## config.mk

```make
export PLATFORM = sky130hd
export DESIGN_NAME = spi_sclk_divider
export DESIGN_NICKNAME = d
export VERILOG_FILES = /design/src/rtl/sclk_div_pkg.sv /design/src/rtl/sclk_div_cfg.sv /design/src/rtl/sclk_div_count.sv /design/src/rtl/sclk_div_edge.sv /design/src/rtl/spi_sclk_divider.sv
export SDC_FILE = /design/constraint.sdc
export NUM_CORES = 1
export LEC_CHECK = 0
export ABC_AREA = 1
export CORE_MARGIN = 2
export CORE_UTILIZATION = 50
export DETAILED_ROUTE_END_ITERATION = 7
export PLACE_DENSITY = 0.71
export SLEW_MARGIN = 10
export SYNTH_ARGS = -nofsm -noshare
export SYNTH_HDL_FRONTEND = slang
export SYNTH_SLANG_ARGS = --single-unit
```

## constraint.sdc

```tcl
create_clock -name clk -period 2.3 [get_ports clk]
set_input_delay 0.46 -clock clk [delete_from_list [all_inputs] [get_ports clk]]
set_output_delay 0.46 -clock clk [all_outputs]
set_load 0.1 [all_outputs]
```

## src/rtl/sclk_div_pkg.sv

```systemverilog
package sclk_div_pkg;

  typedef enum logic {
    LAW_POW2   = 1'b0,
    LAW_LINEAR = 1'b1
  } div_law_e;

  typedef struct packed {
    logic level;
    logic toggle;
    logic rise;
    logic fall;
  } sclk_out_t;

  function automatic int unsigned half_width(input int unsigned lin_w,
                                             input int unsigned exp_w);
    int unsigned pow_w;
    pow_w = (1 << exp_w) - 1;
    return (lin_w + 1 > pow_w) ? lin_w + 1 : pow_w;
  endfunction

endpackage

```

## src/rtl/sclk_div_cfg.sv

```systemverilog
module sclk_div_cfg
  import sclk_div_pkg::*;
#(
  parameter int unsigned LIN_W  = 8,
  parameter int unsigned EXP_W  = 4,
  parameter int unsigned CFG_W  = LIN_W + EXP_W + 1,
  parameter int unsigned HALF_W = half_width(LIN_W, EXP_W)
) (
  input  logic              clk,
  input  logic              rst,
  input  logic              run,
  input  logic [CFG_W-1:0]  cfg_word,
  output logic [HALF_W-1:0] half_q
);

  localparam int unsigned SEL_BIT = LIN_W + EXP_W;

  logic [LIN_W-1:0]  lin_n;
  logic [EXP_W-1:0]  exp_m;
  div_law_e          law;
  logic [HALF_W-1:0] lin_half;
  logic [HALF_W-1:0] pow_half;
  logic [HALF_W-1:0] half_d;

  assign lin_n = cfg_word[LIN_W-1:0];
  assign exp_m = cfg_word[SEL_BIT-1:LIN_W];
  assign law   = div_law_e'(cfg_word[SEL_BIT]);

  // Linear law: half period of N+1 cycles.
  assign lin_half = HALF_W'(lin_n) + HALF_W'(1);

  // Power-of-two law: half period of 2^(M-1) cycles, floor of one cycle.
  always_comb begin
    if (exp_m == '0) begin
      pow_half = HALF_W'(1);
    end else begin
      pow_half = HALF_W'(1) << (exp_m - EXP_W'(1));
    end
  end

  assign half_d = (law == LAW_LINEAR) ? lin_half : pow_half;

  // Setting follows the word while idle and freezes for the burst.
  always_ff @(posedge clk) begin
    if (rst) begin
      half_q <= HALF_W'(1);
    end else if (!run) begin
      half_q <= half_d;
    end
  end

endmodule

```

## src/rtl/sclk_div_count.sv

```systemverilog
module sclk_div_count #(
  parameter int unsigned HALF_W = 15
) (
  input  logic              clk,
  input  logic              rst,
  input  logic              run,
  input  logic [HALF_W-1:0] half,
  output logic              wrap
);

  logic [HALF_W-1:0] cnt;

  assign wrap = run && (cnt == half - HALF_W'(1));

  always_ff @(posedge clk) begin
    if (rst || !run) begin
      cnt <= '0;
    end else if (wrap) begin
      cnt <= '0;
    end else begin
      cnt <= cnt + HALF_W'(1);
    end
  end

endmodule

```

## src/rtl/sclk_div_edge.sv

```systemverilog
module sclk_div_edge
  import sclk_div_pkg::*;
(
  input  logic      clk,
  input  logic      rst,
  input  logic      run,
  input  logic      wrap,
  output sclk_out_t outs
);

  always_ff @(posedge clk) begin
    if (rst || !run) begin
      outs <= '0;
    end else begin
      outs.toggle <= wrap;
      outs.rise   <= wrap && !outs.level;
      outs.fall   <= wrap && outs.level;
      if (wrap) begin
        outs.level <= !outs.level;
      end
    end
  end

endmodule

```

## src/rtl/spi_sclk_divider.sv

```systemverilog
module spi_sclk_divider
  import sclk_div_pkg::*;
#(
  parameter int unsigned LIN_W = 8,
  parameter int unsigned EXP_W = 4,
  localparam int unsigned CFG_W  = LIN_W + EXP_W + 1,
  localparam int unsigned HALF_W = half_width(LIN_W, EXP_W)
) (
  input  logic             clk,
  input  logic             rst,
  input  logic             run,
  input  logic [CFG_W-1:0] cfg_word,
  output logic             sclk,
  output logic             sclk_toggle,
  output logic             sclk_rise,
  output logic             sclk_fall
);

  logic [HALF_W-1:0] half_q;
  logic              wrap;
  sclk_out_t         outs;

  sclk_div_cfg #(
    .LIN_W (LIN_W),
    .EXP_W (EXP_W),
    .CFG_W (CFG_W),
    .HALF_W(HALF_W)
  ) u_cfg (
    .clk     (clk),
    .rst     (rst),
    .run     (run),
    .cfg_word(cfg_word),
    .half_q  (half_q)
  );

  sclk_div_count #(
    .HALF_W(HALF_W)
  ) u_count (
    .clk (clk),
    .rst (rst),
    .run (run),
    .half(half_q),
    .wrap(wrap)
  );

  sclk_div_edge u_edge (
    .clk (clk),
    .rst (rst),
    .run (run),
    .wrap(wrap),
    .outs(outs)
  );

  assign sclk        = outs.level;
  assign sclk_toggle = outs.toggle;
  assign sclk_rise   = outs.rise;
  assign sclk_fall   = outs.fall;

endmodule

```

## Word-level counts from Yosys, hierarchy flattened

Cells that the tools add are included.

- Add/sub/neg operators: 4
- Bitwise logic cells: 0
- Reductions and logical operators: 8
- Shifts and indexed selects: 1
- Magnitude comparators: 0
- $mul: 0
- Div/mod/pow operators: 0
- Eq/ne operators: 1
- Muxes and demuxes: 2

Operators by type and width:

| cell | number |
|---|---|
| 15-bit 2-to-1 mux | 2 |
| 15-bit by 1-bit adder with 15-bit output, second input constant | 1 |
| 15-bit equality test | 1 |
| 1-bit by 4-bit left shift with 15-bit output, first input constant | 1 |
| 15-bit by 1-bit subtractor with 15-bit output, second input constant | 1 |
| 8-bit by 1-bit adder with 9-bit output, second input constant | 1 |
| 4-bit zero test | 1 |
| 4-bit by 1-bit subtractor with 4-bit output, second input constant | 1 |
| 1-bit logical AND | 3 |
| 1-bit zero test | 2 |
| 2-bit OR reduction | 1 |
| 1-bit logical OR | 1 |

- ROM bits: 0
- Register bits: 34
- Output and inout bits: 4
- Memories kept: 0
- Bits in latches: 0
- Memory bits (writable): 0
- Word-level logic and storage cells: 22

## Logic depth before layout (Yosys ltp)

Gate-level depths: netlist of the first run.

- Depth in word-level cells: 4
- Mapped depth: 15
- Mapped depth without buffers: 14

## Modules after synthesis

A second synthesis of the first run with hierarchy kept.

- Cells, all modules: 374
- Area, all modules: 2346.0 um^2

By module, submodules not included:

| module | area each (um^2) | seq. area each (um^2) | times used | cells each |
|---|---|---|---|---|
| sclk_div_count | 1333.8 | 300.3 | 1 | 219 |
| sclk_div_cfg | 875.8 | 300.3 | 1 | 137 |
| sclk_div_edge | 136.4 | 80.1 | 1 | 18 |

## Worst setup path before layout of the first run

Ideal clock, no wire load.

- Path type: reg-to-reg
- Start point: register u_cfg.half_q[0]
- End point: register u_count.cnt[4]
- Setup time: 0.124 ns
- Path buffers: 1
- Arrival time: 1.710 ns
- Cell stages (with the launch flop): 15
- Path slack: 0.466 ns
- Required time: 2.176 ns
- Period minus slack after synthesis: 1.834 ns
- Cells stage by stage: dfxtp_1 > inv_1 > ha_1 > inv_1 > nand2_1 > nand3b_1 > nand2_1 > nand2_1 > nor2_1 > nand3_2 > nor2_4 > nand2_2 > nand2_4 > buf_12 > nor2_4

- Longest elaborated chain between the ends: 4

RTL lines:

| what | RTL line | text |
|---|---|---|
| from (decl) | sclk_div_cfg.sv:13 | `output logic [HALF_W-1:0] half_q` |
| from (signal assigned) | sclk_div_cfg.sv:48 | `half_q <= half_d;` |
| 15-bit by 1-bit subtractor with 15-bit output | sclk_div_count.sv:13 | `assign wrap = run && (cnt == half - HALF_W'(1));` |
| 15-bit equality test | sclk_div_count.sv:13 |  |
| 1-bit logical AND | sclk_div_count.sv:13 |  |
| 2-bit OR reduction (no line) | - |  |
| to (signal assigned) | sclk_div_count.sv:21 | `cnt <= cnt + HALF_W'(1);` |
| to (decl) | sclk_div_count.sv:11 | `logic [HALF_W-1:0] cnt;` |

No other way between the ends.
A chain may end at the register's enable or synchronous reset.

## Worst setup path after layout of the first run

- Start point: register u_cfg.half_q[0]
- End point: register u_count.cnt[2]

The elaborated chain is that of the path after synthesis.

==> results.json, run 1 <==
{
  "synth_top_area_share_pct": 30.06,
  "dpl.hpwl_mm": 3.953,
  "antenna_cells": 0,
  "synth_area_um2": 2265,
  "skew_ps": 4.071,
  "firstDrtPassIters": 5,
  "h-tree-depth": 2,
  "num_rows": 24,
  "antenna_found_initial": 0,
  "r2r_cells": 13,
  "setup_viol": 0,
  "slew_headroom_pct": 73.70,
  "fin_crit_sh_pct": 86.75,
  "nets": 367,
  "cp.arrival_ps": 2170,
  "portBuffers": 19,
  "cts_made_buffers": 5,
  "drtIter0Drc": 74,
  "clock_path_buffers": 2,
  "dp.cells": 393,
  "core_um2": 4354,
  "path_max_fanout": 15,
  "ys_seq_area_share_pct": 30.06,
  "crit_slowest_cell": "dfxtp_1",
  "vias": 2032,
  "syn_inst": 323,
  "rsz0062_at_grt": "false",
  "path_cells": "inv_1 > ha_1 > inv_1 > nand2_1 > nand3b_1 > nand2_1 > nand2_1 > nor2_1 > nand3_2 > nor2_4 > nand2_2 > nand2_8 > nor2_1",
  "final_common_cell": "nand2_1",
  "gr-total-overflow": 0,
  "stdcell_count": 401,
  "crit_path_frequent_cell": "nand2_1",
  "fin_crit_ps": 1995,
  "wirelength_mm": 4.801,
  "start_util_pct": 52.01,
  "hold_buffers": 0,
  "synth_largest_area_cell": "dfxtp_1",
  "post-place-ws_ps": 154.7,
  "outcome": "finished, final reports clean",
  "hp-class": "flip-flop to flip-flop",
  "yosys_warnings": 0,
  "crit_path_start_kind": "flip-flop",
  "grt_pass1_wl_mm": 8.238,
  "grt_pass1_vias": 1940,
  "drive_gt1_share_pct": 12.89,
  "die_y_um": 71.30,
  "ff2ff_setup_slack_ps": 300,
  "cts_setup_buffers": 0,
  "post-route-drc-count": 0,
  "worstPathRequired_ps": 2480,
  "finalPower_uw": 1327,
  "max_stage_delay_ps": 310,
  "ys_ff_latch": 34,
  "mostFrequentLayoutCells": "nand2_1 (67), inv_1 (49), dfxtp_1 (34)",
  "cp-startpoint": "u_cfg.half_q[0]",
  "place_congestion": 0.8515,
  "fp.dieW_um": 71.30,
  "power_density_nw_per_um2": 510.8,
  "slew_violations": 0,
  "worst_pin_slew_ps": 393.2,
  "synthTopCellsByArea": "dfxtp_1 (30%), nand2_1 (11%), inv_1 (8.1%)",
  "p_leak_uw": 0.001118,
  "cp-end-kind": "flip-flop",
  "root_buffer": "clkbuf_8",
  "ant_nets": 0,
  "cts_tree": "done",
  "area_delta_synth_final_pct": 14.70,
  "endpoint": "u_count.cnt[2]",
  "grt_use_total_pct": 20.57,
  "ys_types": 34,
  "syn_nets": 342,
  "cts_sinks": 34,
  "worstSetupPathType": "flip-flop to flip-flop",
  "worstReg2RegStart": "u_cfg.half_q[0]",
  "post-route-util_pct": 59.66,
  "routedWlPerCell_um": 11.97,
  "max-vdd-ir-drop_uv": 200.0,
  "syn_area_per_cell_um2": 7.011,
  "fmax_mhz": 501.2,
  "hold_viol": 0,
  "io_pins": 20,
  "clock_latency_ps": 290,
  "dieArea_um2": 5084,
  "reg2reg_to": "u_count.cnt[2]",
  "clkSlewWorstSetupHoldPaths_ps": 70,
  "grt_max_degree": 16,
  "fin_ws_ps": 304.8,
  "max_cap_violations": 0,
  "post_drt_via_cell_ratio": 5.067,
  "finalSetupTns_ps": 0
}
-- cells by family (layout without fill, tap and decap cells) --
| family | count (synthesis) | count (layout) | share of synthesized area (%) |
|---|---|---|---|
| AOI/OAI and AO/OA | 34 | 34 | 9.337 |
| xor gates and xnor gates | 22 | 22 | 8.508 |
| adders and majority gates | 3 | 3 | 1.658 |
| buffers and inverters | 54 | 80 | 9.669 |
| DFF | 34 | 34 | 30.06 |
| and+or+nand+nor | 176 | 176 | 40.77 |
-- power breakdown --
group | total [uW] | switching, uW | leakage, uW | internal (uW)
Clock | 448 | 207 | 0.0000482 | 241
Sequential | 618 | 15.6 | 0.000276 | 602
Combinational | 261 | 162 | 0.000794 | 98.0
Total | 1330 | 385 | 0.00112 | 941
-- state kept, by name (all words and copies together) (netlist names) --
signal / cells
u_cfg.half_q: 15
u_count.cnt: 15
u_edge.outs: 4
-- per-layer routing --
layer,up-vias,part of all wire (%),global-route usage [%]
met4,0,1.9,7.966
met2,51,48,35.29
met5,-,0,0
li1,1084,-,-
met1,889,47,24.98
met3,8,3.8,4.641
-- synthesized netlist by cell type --
| master | n |
|---|---|
| nand2_1 | 67 |
| inv_1 | 49 |
| dfxtp_1 | 34 |
| nor2_1 | 32 |
| nand3_1 | 30 |
| nor2_4 | 12 |
| xor2_1 | 12 |
| o21ai_0 | 10 |
| xnor2_1 | 10 |
| nand4_1 | 8 |
| a21oi_1 | 7 |
| nor3_1 | 6 |
| nand2_2 | 5 |
| nand3b_1 | 4 |
| a31oi_1 | 3 |
| ha_1 | 3 |
| nand2_4 | 3 |
| nor2_2 | 3 |
| o22ai_1 | 3 |
| a221oi_1 | 2 |
| a22oi_1 | 2 |
| clkbuf_1 | 2 |
| nand3_2 | 2 |
| nor2_8 | 2 |
| o21ai_2 | 2 |
| o31ai_1 | 2 |
| a31o_2 | 1 |
| buf_12 | 1 |
| clkinv_1 | 1 |
| inv_2 | 1 |
| o211ai_1 | 1 |
| o21bai_1 | 1 |
| or2_0 | 1 |
| or2_2 | 1 |
-- area by class of cell --
| class | instances | area [um^2] |
|---|---|---|
| fill | 424 | 1757 |
| multi-input combinational | 235 | 1374 |
| sequential | 34 | 680.7 |
| timing repair buffer | 21 | 195.2 |
| inverter | 51 | 191.4 |
| clock buffer | 7 | 86.33 |
| tap | 52 | 65.06 |
| clock inverter | 1 | 5.005 |
-- worst max-delay path, delay by kind of cell, from the launching register on --
family | cells | cell delay (ps)
simple gates | 10 | 1020
flops | 1 | 310
fa+ha+maj | 1 | 310
buf+inv | 2 | 220
-- worst min path at each step --
stage / endpoint / depth (start not counted) / startpoint
global placement: u_edge.outs[0] / 2 / u_edge.outs[3]
detailed placement: u_edge.outs[0] / 2 / u_edge.outs[3]
finish: u_edge.outs[0] / 2 / u_edge.outs[3]
global route: u_edge.outs[0] / 2 / u_edge.outs[3]
CTS: u_edge.outs[0] / 2 / u_edge.outs[3]
floorplan: u_count.cnt[0] / 1 / u_count.cnt[0]
-- through the flow --
| stage | instance area, um^2 | hold slack, ps |
|---|---|---|
| floorplan | 2265 | 441.1 |
| global placement | 2497 | 476.2 |
| detailed placement | 2497 | 472.1 |
| CTS | 2589 | 483.2 |
| global route | 2597 | 511.1 |
| finish | 2597 | 480.4 |
-- timing repair --
action                                  4_1_cts  5_1_grt
endpoints found under the setup margin        0        5
endpoints found under the hold margin         0        0
resized for setup                             0        1
Note: power is estimated with default switching activity, not from simulation.
==> run 2: changes to the inputs <==
--- a/config.mk
+++ b/config.mk
@@ -7,9 +7,9 @@
 export LEC_CHECK = 0
 export ABC_AREA = 1
 export CORE_MARGIN = 2
-export CORE_UTILIZATION = 50
+export CORE_UTILIZATION = 58
 export DETAILED_ROUTE_END_ITERATION = 7
-export PLACE_DENSITY = 0.71
+export PLACE_DENSITY = 0.8
 export SLEW_MARGIN = 10
 export SYNTH_ARGS = -nofsm -noshare
 export SYNTH_HDL_FRONTEND = slang
==> run 2 against run 1 <==
Net effect:
- setup slack worse by 85 ps
- largest power group unchanged
- worst hold slack improved by 4.5 ps
- clock power rose by 18%
- die area fell by 13%
==> results.json, run 2 (synthesis results as in run 1) <==
{
  "grt_pass1_vias": 1992,
  "grt_max_degree": 16,
  "grt_pass1_wl_mm": 8.445,
  "dieArea_um2": 4420,
  "crit_path_start_kind": "flip-flop",
  "finalSetupTns_ps": 0,
  "gr-total-overflow": 0,
  "num_rows": 22,
  "post-route-util_pct": 70.00,
  "path_max_fanout": 15,
  "power_density_nw_per_um2": 540.1,
  "wirelength_mm": 4.672,
  "fp.dieW_um": 66.49,
  "worstSetupPathType": "flip-flop to flip-flop",
  "antenna_found_initial": 0,
  "place_congestion": 0.8789,
  "holdWs_ps": 484.9,
  "start_util_pct": 60.94,
  "cts_setup_buffers": 0,
  "hold_buffers": 0,
  "rsz0062_at_grt": "false",
  "portBuffers": 19,
  "intPower_uw": 1018,
  "cp.arrival_ps": 2250,
  "fin_crit_sh_pct": 90.43,
  "area_delta_synth_final_pct": 14.86,
  "slew_headroom_pct": 72.71,
  "ant_nets": 0,
  "mostFrequentLayoutCells": "nand2_1 (67), inv_1 (49), dfxtp_1 (34)",
  "max_cap_violations": 0,
  "seqCellArea_um2": 680.7,
  "clkSlewWorstSetupHoldPaths_ps": 70,
  "drtIter0Drc": 77,
  "clockPowerShare_pct": 37.8,
  "io_pins": 20,
  "clock_latency_ps": 290,
  "max-vdd-ir-drop_uv": 324.4,
  "p_leak_uw": 0.001126,
  "cts_made_buffers": 5,
  "core_um2": 3716,
  "h-tree-depth": 2,
  "cts_resized": 0,
  "ff2ff_setup_slack_ps": 220,
  "hp-class": "flip-flop to flip-flop",
  "final_common_cell": "nand2_1",
  "reg_top3": "u_cfg.half_q x15, u_count.cnt x15, u_edge.outs x4",
  "multi_input_area_um2": 1365,
  "setup_viol": 0,
  "worstPathRequired_ps": 2470,
  "fmax_mhz": 480.8,
  "firstDrtPassIters": 4,
  "routedWlPerCell_um": 11.77,
  "combPwrFrac_pct": 18.3,
  "cts_tree": "done",
  "cp-end-kind": "flip-flop",
  "cts_sinks": 34,
  "root_buffer": "clkbuf_8",
  "vias": 2066,
  "worst_pin_slew_ps": 408.1,
  "post-route-drc-count": 0,
  "skew_ps": 5.329,
  "outcome": "finished, final reports clean",
  "antenna_cells": 0,
  "fin_crit_ps": 2080,
  "fillers": 340,
  "grt_use_total_pct": 25.30,
  "drive_gt1_share_pct": 13.18,
  "switchingPower_uw": 387.4,
  "post_drt_via_cell_ratio": 5.204,
  "seqPwrFrac_pct": 43.9,
  "switching_share_pct": 27.57,
  "hold_viol": 0,
  "nets": 367,
  "die_y_um": 66.49,
  "slew_violations": 0,
  "dpl.hpwl_mm": 3.848,
  "clock_path_buffers": 2
}
## run 2: cell types whose count changed in the layout (fill, tap and decap cells not counted)
cell / change
bufinv_16: +1
clkbuf_1: -1
clkbuf_8: -1
clkinv_2: +1
nand2_4: +1
nand2_8: -1
## run 2: worst paths after layout
check              startpoint                to  depth (start not counted)
max reg2reg   u_cfg.half_q[0]   u_count.cnt[14]                         11
max           u_cfg.half_q[0]   u_count.cnt[14]                         11
min reg2reg  u_cfg.half_q[14]  u_cfg.half_q[14]                          2
min          u_cfg.half_q[14]  u_cfg.half_q[14]                          2
## run 2: cell type report
type,instances,share of cell area (%)
Sequential cell,34,26.17
Clock inverter,3,1.539
Multi-Input combinational cell,235,52.48
Inverter,51,7.359
Tap cell,48,2.309
Timing Repair Buffer,21,7.504
Clock buffer,5,2.646
## run 2: critical path, cell delays in order, from the launching register on
cell,delay [ps]
dfxtp_1,310
inv_1,160
ha_1,320
nand3_1,170
inv_1,110
nand3b_1,80
nand2_1,80
nand3_1,130
nor2_4,150
nand2_2,90
nand2_4,280
nor2_1,70
## run 2: power by group through the flow
stage          Sequential (uW)  Combinational (uW)  Clock [uW]
6_report                   617                 257         530
5_1_grt                    619                 293         560
4_1_cts                    617                 258         538
3_5_place_dp               630                 257           0
3_3_place_gp               630                 253           0
2_1_floorplan              632                 186           0
## run 2: metrics by stage
stage | worst slack, ps | cells | area, um^2 | power [uW]
floorplan | 466.3 | 323 | 2265 | 817.6
global route | 17.52 | 397 | 2601 | 1472
global placement | 192.3 | 389 | 2492 | 882.6
finish | 220.1 | 397 | 2601 | 1405
CTS | 213.9 | 397 | 2601 | 1413
detailed placement | 162.2 | 389 | 2492 | 887.0
## run 2: per-layer routing
layer | vias up | share of wire (%) | global-route usage [%]
met3 | 21 | 3.4 | 5.068
li1 | 1090 | - | -
met2 | 55 | 48 | 42.00
met5 | - | 0 | 0
met1 | 900 | 44 | 29.65
met4 | 0 | 4.6 | 15.82
